$ cat src/rtl/pio_xp_pkg.sv
package pio_xp_pkg;

    typedef enum logic [1:0] {
        ST_IDLE   = 2'd0,
        ST_READ   = 2'd1,
        ST_WRITE  = 2'd2,
        ST_COMMIT = 2'd3
    } xfer_state_t;

endpackage

$ cat src/rtl/pio_xp_sync.sv
module pio_xp_sync #(
    parameter int            W        = 1,
    parameter int            STAGES   = 2,
    parameter logic [W-1:0]  RST_VAL  = '0
) (
    input  logic         clk,
    input  logic         rst_n,
    input  logic [W-1:0] d,
    output logic [W-1:0] q
);

    logic [W-1:0] stg [STAGES];

    genvar s;
    generate
        for (s = 0; s < STAGES; s++) begin : g_stage
            if (s == 0) begin : g_first
                always_ff @(posedge clk or negedge rst_n) begin
                    if (!rst_n) stg[0] <= RST_VAL;
                    else        stg[0] <= d;
                end
            end else begin : g_next
                always_ff @(posedge clk or negedge rst_n) begin
                    if (!rst_n) stg[s] <= RST_VAL;
                    else        stg[s] <= stg[s-1];
                end
            end
        end
    endgenerate

    assign q = stg[STAGES-1];

endmodule

$ cat src/rtl/pio_xp_fsm.sv
module pio_xp_fsm
    import pio_xp_pkg::*;
#(
    parameter int AW = 3,
    parameter int DW = 8
) (
    input  logic          clk,
    input  logic          rst_n,
    input  logic          cyc_n_s,
    input  logic          rd_s,
    input  logic [AW-1:0] addr_s,
    input  logic [DW-1:0] data_s,
    output logic          rd_load,
    output logic [AW-1:0] sel_addr,
    output logic          wr_en,
    output logic [DW-1:0] wr_data,
    output logic          bus_oe
);

    xfer_state_t state, state_nx;
    logic        cyc_prev;
    logic        fall;
    logic        launch;

    // Edge detector; reset value 0 so a strobe low at reset release is no edge
    always_ff @(posedge clk or negedge rst_n) begin
        if (!rst_n) cyc_prev <= 1'b0;
        else        cyc_prev <= cyc_n_s;
    end

    assign fall   = cyc_prev & ~cyc_n_s;
    assign launch = fall & ((state == ST_IDLE) | (state == ST_COMMIT));

    // State register
    always_ff @(posedge clk or negedge rst_n) begin
        if (!rst_n) state <= ST_IDLE;
        else        state <= state_nx;
    end

    // Next-state logic
    always_comb begin
        state_nx = state;
        unique case (state)
            ST_IDLE: begin
                if (launch) state_nx = rd_s ? ST_READ : ST_WRITE;
            end
            ST_READ: begin
                if (cyc_n_s) state_nx = ST_IDLE;
            end
            ST_WRITE: begin
                if (cyc_n_s) state_nx = ST_COMMIT;
            end
            ST_COMMIT: begin
                if (launch) state_nx = rd_s ? ST_READ : ST_WRITE;
                else        state_nx = ST_IDLE;
            end
            default: state_nx = ST_IDLE;
        endcase
    end

    // Outputs
    always_comb begin
        bus_oe  = 1'b0;
        wr_en   = 1'b0;
        rd_load = 1'b0;
        unique case (state)
            ST_IDLE:   rd_load = launch & rd_s;
            ST_READ:   bus_oe  = 1'b1;
            ST_WRITE:  ;
            ST_COMMIT: begin
                wr_en   = 1'b1;
                rd_load = launch & rd_s;
            end
            default:   ;
        endcase
    end

    // Address captured once per transfer
    always_ff @(posedge clk or negedge rst_n) begin
        if (!rst_n)      sel_addr <= '0;
        else if (launch) sel_addr <= addr_s;
    end

    // Write data: last value seen while strobe low
    always_ff @(posedge clk or negedge rst_n) begin
        if (!rst_n)
            wr_data <= '0;
        else if (launch && !rd_s)
            wr_data <= data_s;
        else if (state == ST_WRITE && !cyc_n_s)
            wr_data <= data_s;
    end

    AST_ADDR_HELD: assert property (@(posedge clk) disable iff (!rst_n)
        ((state != ST_IDLE) && ($past(state) == ST_READ || $past(state) == ST_WRITE))
        |-> $stable(sel_addr));

    AST_COMMIT_SINGLE: assert property (@(posedge clk) disable iff (!rst_n)
        wr_en |=> !wr_en);

    AST_OE_NEEDS_LOW: assert property (@(posedge clk) disable iff (!rst_n)
        bus_oe |-> !$past(cyc_n_s));

endmodule

$ cat src/rtl/pio_xp_in_sample.sv
module pio_xp_in_sample #(
    parameter int AW = 3,
    parameter int DW = 8
) (
    input  logic                     clk,
    input  logic                     rst_n,
    input  logic                     load,
    input  logic [AW-1:0]            addr,
    input  logic [(1<<AW)*DW-1:0]    in_s,
    output logic [DW-1:0]            rd_hold
);

    localparam int NREG = 1 << AW;

    logic [DW-1:0] bytes [NREG];

    genvar k;
    generate
        for (k = 0; k < NREG; k++) begin : g_split
            assign bytes[k] = in_s[k*DW +: DW];
        end
    endgenerate

    always_ff @(posedge clk or negedge rst_n) begin
        if (!rst_n)    rd_hold <= '0;
        else if (load) rd_hold <= bytes[addr];
    end

    AST_SNAPSHOT_STEADY: assert property (@(posedge clk) disable iff (!rst_n)
        !load |=> $stable(rd_hold));

endmodule

$ cat src/rtl/pio_xp_out_bank.sv
module pio_xp_out_bank #(
    parameter int AW = 3,
    parameter int DW = 8
) (
    input  logic                     clk,
    input  logic                     rst_n,
    input  logic                     wr_en,
    input  logic [AW-1:0]            addr,
    input  logic [DW-1:0]            data,
    output logic [(1<<AW)*DW-1:0]    regs
);

    localparam int NREG = 1 << AW;

    genvar k;
    generate
        for (k = 0; k < NREG; k++) begin : g_reg
            always_ff @(posedge clk or negedge rst_n) begin
                if (!rst_n)
                    regs[k*DW +: DW] <= '0;
                else if (wr_en && addr == AW'(k))
                    regs[k*DW +: DW] <= data;
            end
        end
    endgenerate

    AST_REG_QUIET: assert property (@(posedge clk) disable iff (!rst_n)
        !wr_en |=> $stable(regs));

endmodule

$ cat src/rtl/strobe_io_expander.sv
module strobe_io_expander #(
    parameter int AW          = 3,
    parameter int DW          = 8,
    parameter int SYNC_STAGES = 2
) (
    input  logic                    clk,
    input  logic                    rst_n,
    input  logic [AW-1:0]           host_addr,
    input  logic                    host_rd,
    input  logic                    host_cyc_n,
    input  logic [DW-1:0]           host_dq_i,
    output logic [DW-1:0]           host_dq_o,
    output logic                    host_dq_oe,
    output logic [(1<<AW)*DW-1:0]   out_port,
    input  logic [(1<<AW)*DW-1:0]   in_port
);

    localparam int NREG = 1 << AW;
    localparam int CW   = DW + AW + 2;
    localparam int PW   = NREG * DW;

    logic [CW-1:0]  ctrl_s;
    logic           cyc_n_s;
    logic           rd_s;
    logic [AW-1:0]  addr_s;
    logic [DW-1:0]  data_s;
    logic [PW-1:0]  in_s;

    logic           rd_load;
    logic [AW-1:0]  sel_addr;
    logic           wr_en;
    logic [DW-1:0]  wr_data;
    logic           bus_oe;

    // Host bus lines; all reset to 0 so a low strobe at release is no edge
    pio_xp_sync #(.W(CW), .STAGES(SYNC_STAGES), .RST_VAL('0)) u_sync_bus (
        .clk   (clk),
        .rst_n (rst_n),
        .d     ({host_cyc_n, host_rd, host_addr, host_dq_i}),
        .q     (ctrl_s)
    );

    assign {cyc_n_s, rd_s, addr_s, data_s} = ctrl_s;

    pio_xp_sync #(.W(PW), .STAGES(SYNC_STAGES), .RST_VAL('0)) u_sync_in (
        .clk   (clk),
        .rst_n (rst_n),
        .d     (in_port),
        .q     (in_s)
    );

    pio_xp_fsm #(.AW(AW), .DW(DW)) u_fsm (
        .clk      (clk),
        .rst_n    (rst_n),
        .cyc_n_s  (cyc_n_s),
        .rd_s     (rd_s),
        .addr_s   (addr_s),
        .data_s   (data_s),
        .rd_load  (rd_load),
        .sel_addr (sel_addr),
        .wr_en    (wr_en),
        .wr_data  (wr_data),
        .bus_oe   (bus_oe)
    );

    pio_xp_in_sample #(.AW(AW), .DW(DW)) u_in (
        .clk     (clk),
        .rst_n   (rst_n),
        .load    (rd_load),
        .addr    (addr_s),
        .in_s    (in_s),
        .rd_hold (host_dq_o)
    );

    pio_xp_out_bank #(.AW(AW), .DW(DW)) u_out (
        .clk   (clk),
        .rst_n (rst_n),
        .wr_en (wr_en),
        .addr  (sel_addr),
        .data  (wr_data),
        .regs  (out_port)
    );

    assign host_dq_oe = bus_oe;

    AST_NO_DRIVE_IN_WRITE: assert property (@(posedge clk) disable iff (!rst_n)
        wr_en |-> !host_dq_oe);

endmodule

$ cat config.mk
export PLATFORM = sky130hd
export DESIGN_NAME = strobe_io_expander
export DESIGN_NICKNAME = d
export VERILOG_FILES = /design/src/rtl/pio_xp_pkg.sv /design/src/rtl/pio_xp_sync.sv /design/src/rtl/pio_xp_fsm.sv /design/src/rtl/pio_xp_in_sample.sv /design/src/rtl/pio_xp_out_bank.sv /design/src/rtl/strobe_io_expander.sv
export SDC_FILE = /design/constraint.sdc
export NUM_CORES = 1
export LEC_CHECK = 0
export ABC_CLOCK_PERIOD_IN_PS = 2000
export BUFFER_PORTS_ARGS = -buffer_cell sky130_fd_sc_hd__buf_2
export CAP_MARGIN = 20
export CORE_MARGIN = 10
export CORE_UTILIZATION = 35
export CTS_CLUSTER_SIZE = 16
export DETAILED_ROUTE_END_ITERATION = 16
export PLACE_DENSITY = 0.64
export SYNTH_ARGS = -nofsm -noshare
export SYNTH_HDL_FRONTEND = slang
export SYNTH_SLANG_ARGS = --single-unit
$ cat constraint.sdc
create_clock -name clk -period 2 [get_ports clk]
set_clock_uncertainty 0.1 [all_clocks]
set_input_delay 0.4 -clock clk [delete_from_list [all_inputs] [get_ports clk]]
set_output_delay 0.4 -clock clk [all_outputs]
set_load 0.01 [all_outputs]
==> summary.txt, run 1 <==
Status -> complete, no violations
DR WL/cell -> 18.7 um
Layout area overhead -> 37.5%
Layout cells sized above 1 -> 0.437
Storage cell area -> 6010 um2
CTS root buffer -> clkbuf_16
Synth Warn # -> 0
Most common cell after layout, fill and taps aside -> dfrtp_1
Synthesized area -> 7760 um2
Hold Fails Final Rpt -> 0
Mux contribution to synthesized area -> 0.153
Crit share post-route -> 0.957
Die X-Extent -> 169 um
#FFs+latches synth -> 240
Initial core utilization -> 0.356
Worst endpoint required time -> 1.50 ns
Port buffer count -> 151
Worst slew margin -> 0.493
Drt pass-1 iters -> 6
Remaining routing DRC violations -> 0
Total core area -> 21800 um2
Synth Area in Simple Gates -> 0.0253
Critical Path Source Type -> flip-flop
Setup total negative slack -> 0 ns
Adder-Cell Fraction of Synth Area -> 0.00645
Grt ovf -> 0
End of the worst hold path -> u_sync_bus.q[8]$_DFF_PN0_
Worst-Skew Late Latency -> 0.53 ns
Reg clk slew, reported paths -> 0.06 ns
Tmin final -> 1.91 ns
Overall Power -> 13300 uW
Die footprint -> 28500 um2
XOR/XNOR Fraction of Synth Area -> 0
Max Clk Rate -> 523 MHz
Via density -> 4.46
Crit Path Class -> reg -> out
CTS Buffer Depth -> 3
Hold Crit Depth -> 0
Largest net degree at the start of global routing -> 58
Avg Cell Area, Syn -> 18.3 um2
H-Tree Depth -> 1
Leak Pwr -> 0.00523 uW
Die Ht -> 169 um
CP endpoint kind -> primary output
Routed WL -> 18400 um
Nets@finish -> 768
First-pass GRT wire length -> 29000 um
Filler cells -> 1792
R2R depth -> 4
Row count -> 54
Routed vias -> 4384
Post-synthesis compound-gate area fraction -> 0.0305
Final Max Slew Viols -> 0
Syn nets -> 508
Crit path arrival time -> 1.41 ns
Initial antenna violation count -> 1
Worst-Margin Slew -> 0.759 ns
Sequential area share after synthesis -> 0.773
Worst R2R Setup Slack -> 0.11 ns
Cells after synthesis -> 425
CP max FO -> 3
GRT Total Usage -> 0.127
Critical R2R Capture -> u_out.regs[7]$_DFFE_PN0P_
Synth cell types -> 28
RR Startpoint -> u_fsm.state[1]$_DFFE_PN0P_
Worst min path class -> reg -> reg
1st-iter DRT viols -> 227
Final Setup Violations -> 0
CTS Sinks -> 240
RePlAce Congestion -> 0.767
CTS tree -> built
RSZ-0062 raised after global routing -> false
TritonCTS Buffers -> 25
Multi-input gate area -> 1670 um2
VDD IR max -> 0.550 mV
HPWL after detailed placement -> 12300 um
Post-DRT Antenna Nets -> 0
Vias in the first global route -> 5191
Top Ports -> 152
Post-cts sizing count -> 0
Largest family of logic cells by synthesized area -> multiplexers
Power Density -> 1240 nW/um2
Max-Cap Viols -> 0
Launch point of the worst hold path -> u_sync_bus.stg[21]$_DFF_PN0_
Most frequent cells in the layout -> dfrtp_1, buf_2, mux2_2
==> state kept, by name, indices dropped and copies added (netlist names) <==
name,cells
u_fsm.state,2
u_sync_bus.stg,13
u_sync_bus.q,13
u_sync_in.q,64
u_fsm.cyc_prev,1
u_in.rd_hold,8
u_sync_in.stg,64
u_fsm.sel_addr,3
u_fsm.wr_data,8
u_out.regs,64
==> final cells by class <==
cell class / count / area share
multi-input cells: 169 / 0.156
clock buffers: 31 / 0.0645
clock inverters: 13 / 0.0178
inverters: 4 / 0.00141
diodes: 1 / 0.000234
repair buffers: 245 / 0.164
well taps: 280 / 0.0328
flip-flops and latches: 240 / 0.563
==> metal layers <==
| metal | track usage | up-vias | routed length, um |
|---|---|---|---|
| met5 | 0 | - | 0 |
| met4 | 0.0454 | 0 | 542 |
| met3 | 0.0236 | 36 | 688 |
| met2 | 0.224 | 102 | 9650 |
| met1 | 0.150 | 2249 | 7470 |
| li1 | - | 1997 | - |
==> worst max path at each step <==
stage	startpoint	to	depth (start not counted)
6_report	u_fsm.state[1]$_DFFE_PN0P_	host_dq_oe	3
5_1_grt	u_fsm.state[1]$_DFFE_PN0P_	host_dq_oe	3
4_1_cts	u_fsm.state[1]$_DFFE_PN0P_	host_dq_oe	3
3_5_place_dp	u_fsm.state[1]$_DFFE_PN0P_	u_out.regs[38]$_DFFE_PN0P_	4
3_3_place_gp	u_fsm.state[0]$_DFFE_PN0P_	u_out.regs[32]$_DFFE_PN0P_	4
2_1_floorplan	u_fsm.state[0]$_DFFE_PN0P_	u_fsm.sel_addr[0]$_DFFE_PN0P_	4
==> per-stage QoR <==
stage / std cells / area, um2 / setup WS, ns / hold slack, ns / util
CTS: 980 / 10600 / 0.0690 / 0.246 / 0.487
global placement: 858 / 8970 / 0.183 / 0.233 / 0.411
finish: 983 / 10700 / 0.0869 / 0.244 / 0.489
floorplan: 425 / 7760 / 0.179 / 0.00441 / -
detailed placement: 858 / 8970 / 0.129 / 0.235 / 0.411
global route: 983 / 10700 / 0.0145 / 0.252 / 0.489
==> critical path, stage by stage (launching register included) <==
cell and delay, ns:
dfrtp_1 0.41, inv_1 0.12, ha_1 0.18, buf_2 0.18
==> cell families after synthesis <==
group           Yosys count
compound gates           32
fa+ha+maj                 4
buf+inv                  16
flops                   240
mux                     107
simple gates             26
==> what timing repair did <==
action,CTS,global route
setup buffers,0,2
hold endpoints to repair,126,0
setup endpoints to repair,0,13
hold buffers,78,0
==> Yosys cell counts (all sizes together) <==
master | count | area (um2)
o21a | 1 | 7.51
inv | 4 | 15.0
nand2b | 2 | 20.0
nand2 | 10 | 37.5
a21oi | 2 | 10.0
nor3b | 4 | 52.6
mux2i | 16 | 160
ha | 4 | 50.1
nor3 | 2 | 26.3
mux2 | 91 | 1020
nand4 | 1 | 6.26
a22o | 8 | 70.1
nand4b | 3 | 26.3
o31ai | 9 | 67.6
nor2 | 1 | 3.75
o21bai | 2 | 18.8
buf | 12 | 76.3
nor2b | 2 | 12.5
dfrtp | 240 | 6010
nand4bb | 1 | 11.3
o22ai | 10 | 62.6
==> report_power, final <==
part | switching, uW | leakage (uW) | internal, uW
combinational | 1030 | 0.00187 | 1130
sequential | 711 | 0.00293 | 5580
clock | 1860 | 0.000434 | 2970
No activity file was read; power rests on OpenSTA's default activity.
==> run 2: changes to the inputs <==
--- a/config.mk
+++ b/config.mk
@@ -5,14 +5,15 @@
 export SDC_FILE = /design/constraint.sdc
 export NUM_CORES = 1
 export LEC_CHECK = 0
+export ABC_AREA = 1
 export ABC_CLOCK_PERIOD_IN_PS = 2000
 export BUFFER_PORTS_ARGS = -buffer_cell sky130_fd_sc_hd__buf_2
 export CAP_MARGIN = 20
 export CORE_MARGIN = 10
-export CORE_UTILIZATION = 35
+export CORE_UTILIZATION = 49
 export CTS_CLUSTER_SIZE = 16
 export DETAILED_ROUTE_END_ITERATION = 16
-export PLACE_DENSITY = 0.64
+export PLACE_DENSITY = 0.82
 export SYNTH_ARGS = -nofsm -noshare
 export SYNTH_HDL_FRONTEND = slang
 export SYNTH_SLANG_ARGS = --single-unit
==> summary.txt, run 2 <==
#FFs+latches synth -> 240
Row count -> 46
Area share of the largest cell type after synthesis -> 0.762
CTS tree -> built
Routed WL -> 20900 um
HPWL after detailed placement -> 12000 um
H-Tree Depth -> 1
Largest net degree at the start of global routing -> 62
Die Ht -> 147 um
Predominant post-synthesis flop cell -> dfrtp_1
Final Setup Violations -> 0
Port buffer count -> 151
Worst endpoint required time -> 1.50 ns
Leading area contributor after synthesis -> dfrtp_1
DR WL/cell -> 18.3 um
VDD IR max -> 0.882 mV
CTS Sinks -> 240
Drt pass-1 iters -> 4
Peak per-stage delay on the critical path -> 0.41 ns
CP endpoint kind -> primary output
Worst path cell trace -> inv_1 > ha_1 > buf_2
Sequential area share after synthesis -> 0.762
Setup total negative slack -> 0 ns
Worst min path class -> reg -> reg
Post-DRT Antenna Nets -> 0
Synthesized area -> 7880 um2
Crit path arrival time -> 1.33 ns
Critical Path Source Type -> flip-flop
RePlAce Congestion -> 0.788
Avg Cell Area, Syn -> 12.0 um2
Worst slew margin -> 0.577
Cells after synthesis -> 659
Grt ovf -> 0
CP max FO -> 4
Layout area overhead -> 34.3%
Crit share post-route -> 0.914
Worst-Skew Late Latency -> 0.51 ns
CTS root buffer -> clkbuf_16
Reg clk slew, reported paths -> 0.07 ns
Ys async rst share -> 1.00
Most common cell after layout, fill and taps aside -> dfrtp_1
Worst-Margin Slew -> 0.633 ns
Critical-path top delay cell -> dfrtp_1
Tmin final -> 1.83 ns
First-pass GRT wire length -> 33100 um
Syn nets -> 742
Die X-Extent -> 147 um
Initial antenna violation count -> 2
Total core area -> 15800 um2
Layout cells sized above 1 -> 0.232
TritonCTS Buffers -> 24
EDFF count, synth -> 0
Crit Path Class -> reg -> out
Main area contributors after synthesis -> dfrtp_1, nand2_1, o21ai_0, nand3_1, inv_1
Remaining routing DRC violations -> 0
Leak Pwr -> 0.00544 uW
Status -> complete, no violations
1st-iter DRT viols -> 363
CTS Buffer Depth -> 3
Nets@finish -> 991
Most frequent cells in the layout -> dfrtp_1, nand2_1, buf_2
Power Density -> 1250 nW/um2
RSZ-0062 raised after global routing -> false
Synth Warn # -> 0
Hold Fails Final Rpt -> 0
Via density -> 4.83
Routed vias -> 5520
Top Ports -> 152
Post-synth top cells -> dfrtp_1, nand2_1, o21ai_0
Die footprint -> 21600 um2
Count leader, synth -> dfrtp_1
Overall Power -> 13300 uW
Max-Cap Viols -> 0
Initial core utilization -> 0.498
GRT Total Usage -> 0.193
Max Clk Rate -> 547 MHz
Final Max Slew Viols -> 0
Vias in the first global route -> 5984
Synth cell types -> 20
## run 2: cell count changes in the layout (fill, tap and decap cells not counted), moves of 8 or more
cell | before | now
nand3_1 | 0 | 50
a22o_1 | 8 | 0
inv_1 | 4 | 65
nor2_1 | 1 | 14
o21ai_0 | 0 | 69
mux2_2 | 91 | 0
mux2i_1 | 16 | 0
o31ai_1 | 9 | 0
o22ai_1 | 10 | 0
nand2_1 | 10 | 178
## run 2: final timing paths
kind / start / end / slack, ns / cells past startpoint
max reg2reg: u_sync_bus.q[9]$_DFF_PN0_ / u_in.rd_hold[1]$_DFFE_PN0P_ / 0.22 / 5
min reg2reg: u_sync_in.stg[117]$_DFF_PN0_ / u_sync_in.q[53]$_DFF_PN0_ / 0.24 / 0
max: u_fsm.state[1]$_DFFE_PN0P_ / host_dq_oe / 0.17 / 3
max in group asynchronous: rst_n / u_out.regs[45]$_DFFE_PN0P_ / 0.85 / 3
min: u_sync_in.stg[117]$_DFF_PN0_ / u_sync_in.q[53]$_DFF_PN0_ / 0.24 / 0
min in group asynchronous: rst_n / u_sync_in.stg[106]$_DFF_PN0_ / 0.31 / 2
## run 2: repair_timing
item,4_1_cts,5_1_grt
hold buffers,78,0
hold endpoints to repair,131,0
resized for setup,0,0
setup buffers,0,1
endpoints found under the setup margin,0,1
## run 2: kinds of logic after synthesis
| group | Yosys count | share of synthesized area |
|---|---|---|
| buffers and inverters | 89 | 0.0510 |
| AOI/OAI and AO/OA | 78 | 0.0510 |
| and+or+nand+nor | 248 | 0.130 |
| adders and majority gates | 4 | 0.00635 |
| DFF | 240 | 0.762 |
## run 2: routing by layer
layer / track usage / vias up / routed length [um] / share of wire
li1: - / 2558 / - / -
met1: 0.213 / 2722 / 7590 / 0.36
met2: 0.347 / 190 / 11200 / 0.54
met3: 0.0442 / 50 / 1300 / 0.062
met4: 0.0856 / 0 / 804 / 0.038
met5: 0 / - / 0 / 0
## run 2: layout make-up
cell class	count	area, um2
Clock inverter	14	181
Timing Repair Buffer	243	1700
Clock buffer	30	684
Fill cell	1072	5250
Inverter	69	259
Antenna cell	2	5.00
Sequential cell	240	6010
Multi-Input combinational cell	330	1470
Tap cell	216	270
## run 2: worst max-delay path: cells and delay by family, from the launching register on
kind	cells	cell delay, ns
DFF	1	0.41
buffers and inverters	2	0.24
adders and majority gates	1	0.18
## run 2: where the power goes
part,internal [uW],switching (uW)
Sequential,5590,412
Combinational,911,1510
Clock,2950,1890
Total,9450,3810
## run 2: per-stage QoR
step | hold WS (ns) | cells | cell area, um2 | setup WS [ns] | util
finish | 0.237 | 1144 | 10600 | 0.172 | 0.668
global route | 0.249 | 1144 | 10600 | 0.0774 | 0.668
CTS | 0.245 | 1141 | 10600 | 0.145 | 0.667
detailed placement | 0.235 | 1019 | 8910 | 0.211 | 0.563
global placement | 0.231 | 1019 | 8910 | 0.304 | 0.563
floorplan | 0.00441 | 659 | 7880 | 0.361 | -
==> run 3: changes to the inputs <==
--- a/config.mk
+++ b/config.mk
@@ -6,14 +6,14 @@
 export NUM_CORES = 1
 export LEC_CHECK = 0
 export ABC_AREA = 1
-export ABC_CLOCK_PERIOD_IN_PS = 2000
+export ABC_CLOCK_PERIOD_IN_PS = 1750
 export BUFFER_PORTS_ARGS = -buffer_cell sky130_fd_sc_hd__buf_2
 export CAP_MARGIN = 20
-export CORE_MARGIN = 10
-export CORE_UTILIZATION = 49
+export CORE_MARGIN = 2
+export CORE_UTILIZATION = 54
 export CTS_CLUSTER_SIZE = 16
 export DETAILED_ROUTE_END_ITERATION = 16
-export PLACE_DENSITY = 0.82
+export PLACE_DENSITY = 0.85
 export SYNTH_ARGS = -nofsm -noshare
 export SYNTH_HDL_FRONTEND = slang
 export SYNTH_SLANG_ARGS = --single-unit
==> constraint.sdc (replaced) <==
create_clock -name clk -period 1.75 [get_ports clk]
set_clock_uncertainty 0.1 [all_clocks]
set_input_delay 0.35 -clock clk [delete_from_list [all_inputs] [get_ports clk]]
set_output_delay 0.35 -clock clk [all_outputs]
set_load 0.01 [all_outputs]
==> summary.txt, run 3 (synthesis results as in run 2) <==
Most common cell after layout, fill and taps aside -> dfrtp_1
Most frequent cells in the layout -> dfrtp_1, nand2_1, buf_2
Total core area -> 14400 um2
Initial antenna violation count -> 0
R2R depth -> 7
Routed vias -> 5656
H-Tree Depth -> 1
RR Startpoint -> u_fsm.state[1]$_DFFE_PN0P_
Final instance area -> 10600 um2
Worst R2R Setup Slack -> 0.04 ns
CTS root buffer -> clkbuf_16
Reg clk slew, reported paths -> 0.07 ns
Crit path arrival time -> 1.35 ns
Critical R2R Capture -> u_out.regs[0]$_DFFE_PN0P_
TritonCTS Buffers -> 23
Max Clk Rate -> 557 MHz
Row count -> 44
Final Setup Violations -> 1
Power Density -> 1400 nW/um2
Final setup margin -> -0.0459 ns
GR Util met3 -> 0.0503
Nets@finish -> 997
First-pass GRT wire length -> 31000 um
CP max FO -> 2
Leak Pwr -> 0.00544 uW
Worst min path class -> in -> async
Tmin final -> 1.80 ns
Status -> finished with violations
Port buffer count -> 151
Layout area overhead -> 34.1%
RSZ-0062 raised after global routing -> true
Die footprint -> 15600 um2
Met1 GRT Util -> 0.303
RePlAce Congestion -> 0.757
WP depth -> 3
GR Layer Usage met2 -> 0.445
CP delay by family, top -> flip-flops
Worst path cell trace -> inv_1 > ha_2 > buf_6
Crit path from -> u_fsm.state[1]$_DFFE_PN0P_
Post-DRT Antenna Nets -> 0
Top Ports -> 152
Worst-Skew Late Latency -> 0.50 ns
Diodes inserted -> 0
Hold Fails Final Rpt -> 0
Filler cells -> 870
CTS tree -> built
Drt pass-1 iters -> 5
Worst endpoint required time -> 1.30 ns
Via density -> 5.08
VDD IR max -> 1.08 mV
Critical Path End -> host_dq_oe
HPWL after detailed placement -> 10700 um
Final Max Slew Viols -> 0
Largest net degree at the start of global routing -> 55
Core Util, Final -> 0.735
Crit share post-route -> 1.03
Vias in the first global route -> 6020
Final cell count without fillers -> 1114
Die Ht -> 125 um
CTS Sinks -> 240
Critical Path Source Type -> flip-flop
Place WS -> -0.0393 ns
1st-iter DRT viols -> 444
CP endpoint kind -> primary output
Routed WL -> 19200 um
Max-Cap Viols -> 0
Peak per-stage delay on the critical path -> 0.39 ns
Initial core utilization -> 0.548
WHS -> 0.244 ns
Placed Area -> 8940 um2
Top Usage Layer GRT -> met2
Layout cells sized above 1 -> 0.240
Worst-Margin Slew -> 0.440 ns
Buf/Inv on CP -> 2
Remaining routing DRC violations -> 0
DR WL/cell -> 17.2 um
Failing checks -> negative setup slack
Die X-Extent -> 125 um
GRT Total Usage -> 0.255
Grt ovf -> 0
Crit Path Class -> reg -> out
CTS Buffer Depth -> 3
Worst slew margin -> 0.706
Placed cells -> 992
Critical-path top delay cell -> dfrtp_1
[run 3: worst min path at each step]
| stage | slack [ns] | endpoint | start |
|---|---|---|---|
| floorplan | -0.05 | u_fsm.cyc_prev$_DFF_PN0_ | rst_n |
| global placement | 0.19 | u_sync_in.stg[74]$_DFF_PN0_ | rst_n |
| detailed placement | 0.19 | u_sync_in.stg[74]$_DFF_PN0_ | rst_n |
| CTS | 0.25 | u_sync_in.stg[64]$_DFF_PN0_ | rst_n |
| global route | 0.25 | u_sync_bus.q[4]$_DFF_PN0_ | u_sync_bus.stg[17]$_DFF_PN0_ |
| finish | 0.24 | u_sync_in.stg[74]$_DFF_PN0_ | rst_n |
[run 3: area by class of cell]
cell class              instances  area (um2)  area share
inverters                      69         263      0.0249
clock buffers                  26         597      0.0565
clock inverters                15         170      0.0161
multi-input cells             330        1500       0.142
repair buffers                250        1800       0.170
well taps                     184         230      0.0218
flip-flops and latches        240        6010       0.568
[run 3: worst reg2reg max path: stages (launching register included)]
cell     delay [ns]
dfrtp_1        0.36
buf_4          0.13
ha_1           0.19
inv_1          0.06
nor2_2         0.16
nand2_1        0.31
nand2_1        0.15
o21ai_0        0.10
[run 3: per-stage QoR]
stage / setup TNS (ns) / total power [uW]
6_report: -0.0459 / 14800
5_1_grt: -1.57 / 15500
4_1_cts: 0 / 14600
3_5_place_dp: -0.0834 / 9430
3_3_place_gp: 0 / 9280
2_1_floorplan: 0 / 8180
[run 3: what timing repair did]
item | CTS | global route
pin swaps | 1 | 1
setup buffers | 3 | 0
setup endpoints to repair | 9 | 48
hold buffers | 78 | 0
gates resized for setup | 3 | 5
endpoints found under the hold margin | 121 | 0
[run 3: power by group]
| group | internal [uW] | switching (uW) |
|---|---|---|
| sequential | 6390 | 460 |
| clock | 2910 | 2110 |
| combinational | 1140 | 1770 |
| total | 10400 | 4330 |
[run 3: metal layers]
layer,vias up,wire length (um),part of all wire
li1,2566,-,-
met1,2758,7070,0.37
met2,262,9950,0.52
met3,70,1220,0.063
met4,0,943,0.049
met5,-,0,0
